<file path="config.mk">
export PLATFORM = sky130hd
export DESIGN_NAME = adc_scan_seq
export DESIGN_NICKNAME = d
export VERILOG_FILES = /design/src/rtl/adc_scan_pkg.sv /design/src/rtl/adc_scan_prescaler.sv /design/src/rtl/adc_scan_walker.sv /design/src/rtl/adc_scan_capture.sv /design/src/rtl/adc_scan_seq.sv
export SDC_FILE = /design/constraint.sdc
export NUM_CORES = 1
export LEC_CHECK = 0
export BUFFER_PORTS_ARGS = -buffer_cell sky130_fd_sc_hd__buf_2
export CAP_MARGIN = 20
export CORE_MARGIN = 4
export CORE_UTILIZATION = 45
export DETAILED_ROUTE_END_ITERATION = 7
export PLACE_DENSITY = 0.76
export SETUP_SLACK_MARGIN = 0.02
export SYNTH_ARGS = -nofsm -noshare
export SYNTH_HDL_FRONTEND = slang
export SYNTH_SLANG_ARGS = --single-unit
</file>
<file path="constraint.sdc">
create_clock -name clk_i -period 2.85 [get_ports clk_i]
set_clock_uncertainty 0.2 [all_clocks]
set_input_delay 0.1425 -clock clk_i [delete_from_list [all_inputs] [get_ports clk_i]]
set_output_delay 0.1425 -clock clk_i [all_outputs]
set_load 0.03 [all_outputs]
</file>
<file path="src/rtl/adc_scan_pkg.sv">
package adc_scan_pkg;
  typedef enum logic [1:0] {
    ST_IDLE = 2'd0,
    ST_SLOT = 2'd1,
    ST_CONV = 2'd2
  } scan_state_e;
endpackage

</file>
<file path="src/rtl/adc_scan_prescaler.sv">
module adc_scan_prescaler #(
  parameter int CODE_W   = 4,
  parameter int MAX_CODE = 14
) (
  input  logic              clk_i,
  input  logic              rst_ni,
  input  logic [CODE_W-1:0] code_i,
  output logic              tick_o
);
  localparam int CNT_W = MAX_CODE + 1;
  localparam logic [CODE_W-1:0] MAX_C = CODE_W'(MAX_CODE);

  logic [CNT_W-1:0]  cnt_q;
  logic [CNT_W-1:0]  mask;
  logic [CODE_W-1:0] code_eff;

  // reserved codes fall back to the slowest legal divider
  assign code_eff = (code_i > MAX_C) ? MAX_C : code_i;

  for (genvar g = 0; g < CNT_W; g++) begin : g_mask
    assign mask[g] = (code_eff >= CODE_W'(g));
  end

  assign tick_o = &(cnt_q | ~mask);

  always_ff @(posedge clk_i or negedge rst_ni) begin
    if (!rst_ni) cnt_q <= '0;
    else         cnt_q <= cnt_q + 1'b1;
  end
endmodule

</file>
<file path="src/rtl/adc_scan_walker.sv">
module adc_scan_walker
  import adc_scan_pkg::*;
#(
  parameter int CH_W       = 3,
  parameter int NUM_INPUTS = 6
) (
  input  logic            clk_i,
  input  logic            rst_ni,
  input  logic            start_i,
  input  logic [CH_W-1:0] start_ch_i,
  input  logic [CH_W-1:0] end_ch_i,
  input  logic            tick_i,
  input  logic            conv_rdy_i,
  output logic            conv_req_o,
  output logic [CH_W-1:0] cur_ch_o,
  output logic            busy_o,
  output logic            done_o,
  output logic            wr_o,
  output logic            wr_zero_o
);
  localparam logic [CH_W:0] NUM_L = (CH_W+1)'(NUM_INPUTS);

  scan_state_e     state_q;
  logic [CH_W-1:0] cur_q, end_q;
  logic            req_q, busy_q, done_q;
  logic            populated, last;

  assign populated = ({1'b0, cur_q} < NUM_L);
  assign last      = (cur_q == end_q);

  always_comb begin
    wr_o      = 1'b0;
    wr_zero_o = 1'b0;
    case (state_q)
      ST_SLOT: if (tick_i && !populated) begin
        wr_o      = 1'b1;
        wr_zero_o = 1'b1;
      end
      ST_CONV: if (conv_rdy_i) wr_o = 1'b1;
      default: ;
    endcase
  end

  always_ff @(posedge clk_i or negedge rst_ni) begin
    if (!rst_ni) begin
      state_q <= ST_IDLE;
      cur_q   <= '0;
      end_q   <= '0;
      req_q   <= 1'b0;
      busy_q  <= 1'b0;
      done_q  <= 1'b0;
    end else begin
      req_q  <= 1'b0;
      done_q <= 1'b0;
      case (state_q)
        ST_IDLE: if (start_i) begin
          cur_q   <= start_ch_i;
          end_q   <= end_ch_i;
          busy_q  <= 1'b1;
          state_q <= ST_SLOT;
        end
        ST_SLOT: if (tick_i && populated) begin
          req_q   <= 1'b1;
          state_q <= ST_CONV;
        end
        default: ;
      endcase
      if (wr_o) begin
        if (last) begin
          busy_q  <= 1'b0;
          done_q  <= 1'b1;
          state_q <= ST_IDLE;
        end else begin
          cur_q   <= cur_q + 1'b1;  // wraps modulo 2^CH_W
          state_q <= ST_SLOT;
        end
      end
    end
  end

  assign conv_req_o = req_q;
  assign cur_ch_o   = cur_q;
  assign busy_o     = busy_q;
  assign done_o     = done_q;
endmodule

</file>
<file path="src/rtl/adc_scan_capture.sv">
module adc_scan_capture #(
  parameter int CH_W   = 3,
  parameter int DATA_W = 10,
  parameter int RES_W  = 16
) (
  input  logic              clk_i,
  input  logic              rst_ni,
  input  logic              wr_i,
  input  logic              zero_i,
  input  logic [CH_W-1:0]   ch_i,
  input  logic [DATA_W-1:0] data_i,
  output logic [RES_W-1:0]  result_o,
  output logic              valid_o,
  output logic [CH_W-1:0]   ch_o
);
  localparam int PAD_W = RES_W - DATA_W;

  logic [RES_W-1:0] res_q;
  logic             vld_q;
  logic [CH_W-1:0]  ch_q;

  always_ff @(posedge clk_i or negedge rst_ni) begin
    if (!rst_ni) begin
      res_q <= '0;
      vld_q <= 1'b0;
      ch_q  <= '0;
    end else begin
      vld_q <= wr_i;
      if (wr_i) begin
        res_q <= zero_i ? '0 : {{PAD_W{1'b0}}, data_i};
        ch_q  <= ch_i;
      end
    end
  end

  assign result_o = res_q;
  assign valid_o  = vld_q;
  assign ch_o     = ch_q;
endmodule

</file>
<file path="src/rtl/adc_scan_seq.sv">
module adc_scan_seq #(
  parameter int CH_W       = 3,
  parameter int DATA_W     = 10,
  parameter int RES_W      = 16,
  parameter int CODE_W     = 4,
  parameter int MAX_CODE   = 14,
  parameter int NUM_INPUTS = 6
) (
  input  logic              clk_i,
  input  logic              rst_ni,
  input  logic              start_i,
  input  logic [CH_W-1:0]   start_ch_i,
  input  logic [CH_W-1:0]   end_ch_i,
  input  logic [CODE_W-1:0] div_code_i,
  output logic              conv_req_o,
  output logic [CH_W-1:0]   conv_ch_o,
  input  logic              conv_rdy_i,
  input  logic [DATA_W-1:0] conv_data_i,
  output logic [RES_W-1:0]  result_o,
  output logic              res_valid_o,
  output logic [CH_W-1:0]   res_ch_o,
  output logic [CH_W-1:0]   cur_ch_o,
  output logic              busy_o,
  output logic              done_o
);
  logic            tick;
  logic            wr, wr_zero;
  logic [CH_W-1:0] cur_ch;

  adc_scan_prescaler #(
    .CODE_W  (CODE_W),
    .MAX_CODE(MAX_CODE)
  ) u_presc (
    .clk_i (clk_i),
    .rst_ni(rst_ni),
    .code_i(div_code_i),
    .tick_o(tick)
  );

  adc_scan_walker #(
    .CH_W      (CH_W),
    .NUM_INPUTS(NUM_INPUTS)
  ) u_walk (
    .clk_i     (clk_i),
    .rst_ni    (rst_ni),
    .start_i   (start_i),
    .start_ch_i(start_ch_i),
    .end_ch_i  (end_ch_i),
    .tick_i    (tick),
    .conv_rdy_i(conv_rdy_i),
    .conv_req_o(conv_req_o),
    .cur_ch_o  (cur_ch),
    .busy_o    (busy_o),
    .done_o    (done_o),
    .wr_o      (wr),
    .wr_zero_o (wr_zero)
  );

  adc_scan_capture #(
    .CH_W  (CH_W),
    .DATA_W(DATA_W),
    .RES_W (RES_W)
  ) u_cap (
    .clk_i   (clk_i),
    .rst_ni  (rst_ni),
    .wr_i    (wr),
    .zero_i  (wr_zero),
    .ch_i    (cur_ch),
    .data_i  (conv_data_i),
    .result_o(result_o),
    .valid_o (res_valid_o),
    .ch_o    (res_ch_o)
  );

  assign conv_ch_o = cur_ch;
  assign cur_ch_o  = cur_ch;
endmodule

</file>
### Word level (Yosys, flattened, before mapping)

Index checks and enable logic that the tools add are counted.

| storage, ports and cells | value |
|---|---|
| register bits | 46 |
| output and inout port bits | 29 |
| logic and storage cells | 67 |

| cells by class | value |
|---|---|
| add/subtract/negate cells | 2 |
| $lt $le $gt $ge | 17 |
| eq/ne operators | 5 |
| multiplexer cells | 23 |
| bitwise operators | 2 |
| reduce and logical (&&, ||, !) cells | 8 |

Operators by type and width:

| operator | count |
|---|---|
| $ge A4 B4 Y1 const B | 7 |
| $ge A4 B3 Y1 const B | 4 |
| $add A15 B1 Y15 const B | 1 |
| $not A15 Y15 | 1 |
| $or A15 B15 Y15 | 1 |
| $reduce_and A15 Y1 | 1 |
| $mux W1 | 12 |
| $mux W3 | 4 |
| $mux W10 | 1 |
| $ge A4 B1 Y1 const B | 2 |
| $ge A4 B2 Y1 const B | 2 |
| $mux W2 | 3 |
| $gt A4 B4 Y1 const B | 1 |
| $mux W4 | 1 |
| $pmux W2 S2 | 1 |
| $add A3 B1 Y3 const B | 1 |
| $eq A3 B3 Y1 | 1 |
| $lt A3 B3 Y1 const B | 1 |
| $ne A3 B1 Y1 const B | 1 |
| $ne A3 B2 Y1 const B | 1 |
| $reduce_and A3 Y1 | 1 |
| $reduce_bool A3 Y1 | 1 |
| $eq A2 B1 Y1 const B | 1 |
| $eq A2 B2 Y1 const B | 1 |
| other kinds (5) | 6 |

### Depth between registers and ports, before layout

| logic depth | value |
|---|---|
| depth in word-level cells | 11 |
| gate-level depth with buffers | 8 |

### Hierarchy

A second synthesis with hierarchy kept.

| second synthesis, totals | value |
|---|---|
| cells, all modules | 184 |
| area, all modules | 2019.4 um2 |

By module, submodules not included:

| module | times used | cells each | area an instance (um2) | sequential area each (um2) |
|---|---|---|---|---|
| adc_scan_prescaler | 1 | 74 | 762.0 | 375.4 |
| adc_scan_walker | 1 | 51 | 623.1 | 275.3 |
| adc_scan_capture | 1 | 56 | 611.8 | 350.3 |
| adc_scan_seq | 1 | 3 | 22.5 | 0.0 |

### Worst setup path before layout

OpenSTA, ideal clock, no wires.

| timing | value |
|---|---|
| path kind | reg-to-reg |
| from | register u_presc.cnt_q[7] |
| to | register u_cap.ch_q[1] (netlist: u_cap.ch_o[1]) |
| library setup time | 0.128 ns |
| arrival time | 1.950 ns |
| required time | 2.522 ns |
| path slack | 0.572 ns |
| stages on the path, launching flop included | 8 |
| buffers on the path | 1 |
| period minus slack after synthesis | 2.278 ns |
| cell sequence | dfrtp_1 -> or3b_1 -> a21oi_1 -> o32a_1 -> a2111oi_4 -> a32o_2 -> buf_6 -> mux2_1 |

| on the way | value |
|---|---|
| longest elaborated chain between the ends | 5 |

Ends and longest elaborated chain:

| what | RTL line | source |
|---|---|---|
| start: declaration | adc_scan_prescaler.sv:13 | `logic [CNT_W-1:0] cnt_q;` |
| start signal: assignment | adc_scan_prescaler.sv:28 | `else cnt_q <= cnt_q + 1'b1;` |
| $or A15 B15 Y15 | adc_scan_prescaler.sv:24 | `assign tick_o = &(cnt_q \| ~mask);` |
| $reduce_and A15 Y1 | adc_scan_prescaler.sv:24 |  |
| $logic_and A1 B1 Y1 | adc_scan_walker.sv:35 | `ST_SLOT: if (tick_i && !populated) begin` |
| $mux W1 | adc_scan_walker.sv:35 |  |
| $pmux W1 S2 | adc_scan_walker.sv:34 | `case (state_q)` |
| end signal: assignment | adc_scan_capture.sv:31 | `ch_q <= ch_i;` |
| end: declaration | adc_scan_capture.sv:20 | `logic [CH_W-1:0] ch_q;` |

No other way between the ends.
A chain may end at the register's enable or synchronous reset.

### Final worst setup path

| timing | value |
|---|---|
| from | register u_presc.cnt_q[13] |
| to | register u_cap.res_q[1] (netlist: u_cap.result_o[1]) |

| on the way | value |
|---|---|
| longest elaborated chain between the ends | 6 |

Ends and longest elaborated chain:

| what | RTL line | source |
|---|---|---|
| $or A15 B15 Y15 * | adc_scan_prescaler.sv:24 |  |
| $reduce_and A15 Y1 * | adc_scan_prescaler.sv:24 |  |
| $logic_and A1 B1 Y1 * | adc_scan_walker.sv:35 |  |
| $mux W1 * | adc_scan_walker.sv:35 |  |
| $mux W1 | adc_scan_walker.sv:34 |  |
| $mux W10 | adc_scan_capture.sv:30 | `res_q <= zero_i ? '0 : {{PAD_W{1'b0}}, data_i};` |
| end signal: assignment | adc_scan_capture.sv:30 |  |
| end: declaration | adc_scan_capture.sv:18 | `logic [RES_W-1:0] res_q;` |

Mark *: on every way between the ends. The rest lies on a longest branch, timed or not.

==> flow_metrics.env <==
export IMPL_drt_initial_drc_count=69
export IMPL_grt_pass1_wl_um=6500
export IMPL_post_route_period_util=0.895
export IMPL_dp_hpwl_um=2750
export IMPL_synth_seq_area_share=0.507
export IMPL_clock_path_buffers=2
export IMPL_cp_data_required_time_ns=2.84
export IMPL_power_frac_clock=0.201
export IMPL_worst_ir_drop_vdd_uv=347
export IMPL_startpoint_type="register"
export IMPL_multi_input_area_um2=837
export IMPL_cts_buffers=5
export IMPL_drtAntennaViolNets=0
export IMPL_synth_edf_count=0
export IMPL_p_int_mw=1.14
export IMPL_comb_power_share=0.378
export IMPL_async_flop_share=1.00
export IMPL_htreeDepth=2
export IMPL_gp_congestion=0.860
export IMPL_start_util=0.480
export IMPL_fillers=351
export IMPL_power_frac_seq=0.421
export IMPL_slew_violations=0
export IMPL_tightest_slew_ns=0.871
export IMPL_critPathKind="register to register"
export IMPL_power_density_nw_per_um2=760
export IMPL_hold_class="primary input to register"
export IMPL_area_delta_synth_final_pct=23.5
export IMPL_io_buffers=46
export IMPL_core_area_um2=4120
export IMPL_cp_max_fo=21
export IMPL_wl_per_cell_um=13.2
export IMPL_vias=1515
export IMPL_fin_nets=278
export IMPL_critPathCaptureType="register"
export IMPL_die_h_um=74.2
export IMPL_syn_area_per_cell_um2=10.5
export IMPL_dieArea_um2=5510
export IMPL_firstDrtPassIters=5
export IMPL_crit_chain="nand2b_1 -> a21oi_1 -> a311o_1 -> a2111oi_4 -> a32o_2 -> buf_4 -> nand3_1 -> o21ai_0"
export IMPL_synth_cell_types=39
export IMPL_leakage_nw=1.18
export IMPL_grt_overflow=0
export IMPL_vias_per_cell=5.05
export IMPL_grt_pass1_vias=1467
export IMPL_max_freq_mhz=392
export IMPL_postCtsSetupRepairBufs=0
export IMPL_ios=53
export IMPL_row_count=23
export IMPL_grt_max_degree=41
export IMPL_root_buffer="clkbuf_8"
export IMPL_power_mw=1.85
export IMPL_min_period_ns=2.55
export IMPL_slew_headroom=0.419
export IMPL_insertion_delay_ns=0.28
export IMPL_switching_power_mw=0.716
export IMPL_drc=0
export IMPL_syn_area_um2=1970
export IMPL_cp_arrival_ns=2.54
export IMPL_crit_slowest_cell="a2111oi_4"
export IMPL_tns_ns=0
export IMPL_yosys_warnings=0
export IMPL_antenna_found_initial=0
export IMPL_drive_above_1_share=0.256
export IMPL_clock_sinks=40
export IMPL_ys_ff_latch=40
export IMPL_grtUsageTotal=0.153
export IMPL_drv_cap=0
export IMPL_cts_tree="yes"
export IMPL_setup_viol=0
export IMPL_diodes=0
export IMPL_die_w_um=74.2
export IMPL_switching_share=0.387
export IMPL_clkSlewWorstSetupHoldPaths_ns=0.07
export IMPL_rsz0062_at_grt="false"
export IMPL_wirelength_um=3970
export IMPL_synthFlopType="dfrtp_1"
export IMPL_critPathMaxStageDelay_ns=0.49
export IMPL_status="complete, no violations"
export IMPL_seqCellArea_um2=1000
export IMPL_hold_violations=0
export IMPL_synth_cells=188
-- cell families after synthesis --
logic type | share of synthesized area
DFF | 0.507
adders and majority gates | 0.0317
and+or+nand+nor | 0.149
xor gates and xnor gates | 0.0710
muxes | 0.0475
buffers and inverters | 0.0786
AOI/OAI and AO/OA | 0.113
other | 0.00190
-- repair_timing --
action                    CTS  global route
resized for setup           0             0
hold buffers               15             0
hold endpoints to repair   54             0
-- power by group through the flow --
stage / combinational, mW / clock [mW] / sequential, mW
floorplan: 0.367 / 0 / 0.943
global placement: 0.672 / 0 / 0.787
detailed placement: 0.686 / 0 / 0.791
CTS: 0.704 / 0.391 / 0.780
global route: 0.768 / 0.405 / 0.798
finish: 0.700 / 0.373 / 0.780
-- final timing paths --
kind,start,end,slack [ns],depth (start not counted)
max,u_presc.cnt_q[13],u_cap.result_o[1],0.30,8
min,start_ch_i[1],u_walk.cur_ch_o[1],0.02,3
max reg2reg,u_presc.cnt_q[13],u_cap.result_o[1],0.30,8
min reg2reg,u_presc.cnt_q[14],u_presc.cnt_q[14],0.27,1
max in group asynchronous,rst_ni,u_presc.cnt_q[2],1.58,2
min in group asynchronous,rst_ni,u_cap.result_o[3],0.33,2
-- synth_stat cells (2+ instances only) --
cell type | count | area share
dfrtp_1 | 40 | 0.51
nand3_1 | 21 | 0.053
inv_1 | 16 | 0.030
o21ai_0 | 14 | 0.035
xnor2_1 | 13 | 0.058
nand2_1 | 12 | 0.023
buf_4 | 10 | 0.038
nor2_1 | 7 | 0.013
a21oi_1 | 5 | 0.013
ha_1 | 5 | 0.032
mux2_2 | 5 | 0.029
nor3_1 | 4 | 0.010
and3_1 | 3 | 0.0095
nand2b_1 | 3 | 0.0095
xor2_1 | 3 | 0.013
a31oi_1 | 2 | 0.0063
mux2_1 | 2 | 0.011
nand4b_1 | 2 | 0.0089
-- stage by stage --
| stage | util | worst slack, ns | hold WS, ns | cells | cell area (um2) |
|---|---|---|---|---|---|
| floorplan | - | 0.572 | -0.353 | 193 | 1990 |
| global placement | 0.534 | 0.442 | 0.107 | 277 | 2200 |
| detailed placement | 0.534 | 0.328 | 0.114 | 277 | 2200 |
| CTS | 0.593 | 0.310 | 0.0132 | 300 | 2440 |
| global route | 0.593 | 0.116 | 0.0340 | 300 | 2440 |
| finish | 0.593 | 0.299 | 0.0232 | 300 | 2440 |
-- registers in the layout, indices dropped and copies added (netlist names) --
signal / count
u_cap.valid_o: 1
u_walk.busy_o: 1
u_walk.done_o: 1
u_presc.cnt_q: 15
u_walk.cur_ch_o: 3
u_walk.state_q: 2
u_cap.result_o: 10
u_walk.end_q: 3
u_cap.ch_o: 3
u_walk.conv_req_o: 1
-- routing by layer --
layer / global-route usage / vias to the layer above / wire (um)
li1: - / 754 / -
met1: 0.191 / 715 / 1840
met2: 0.262 / 42 / 1900
met3: 0.0405 / 4 / 189
met4: 0.0474 / 0 / 44
met5: 0 / - / 0
-- critical path: cells and delay by family (launching register included) --
kind	cells	cell delay, ns
buf+inv	1	0.28
simple gates	2	0.22
flops	1	0.38
compound gates	5	1.39
-- layout make-up --
class / instances / share of cell area
Clock buffer: 8 / 0.0369
Inverter: 16 / 0.0246
Multi-Input combinational cell: 124 / 0.343
Sequential cell: 40 / 0.410
Tap cell: 50 / 0.0257
Timing Repair Buffer: 62 / 0.159
-- layout by cell type, fill, tap and decap left out, types with 4 or more instances in the layout --
cell	instances
a21oi_1	5
clkbuf_8	6
nor2_1	7
ha_1	5
dfrtp_1	40
xnor2_1	13
nor3_1	4
inv_1	16
nand2_1	12
conb_1	6
dlygate4sd3_1	15
buf_2	46
o21ai_0	14
nand3_1	21
mux2_2	5
No activity file was read; power rests on OpenSTA's default activity.
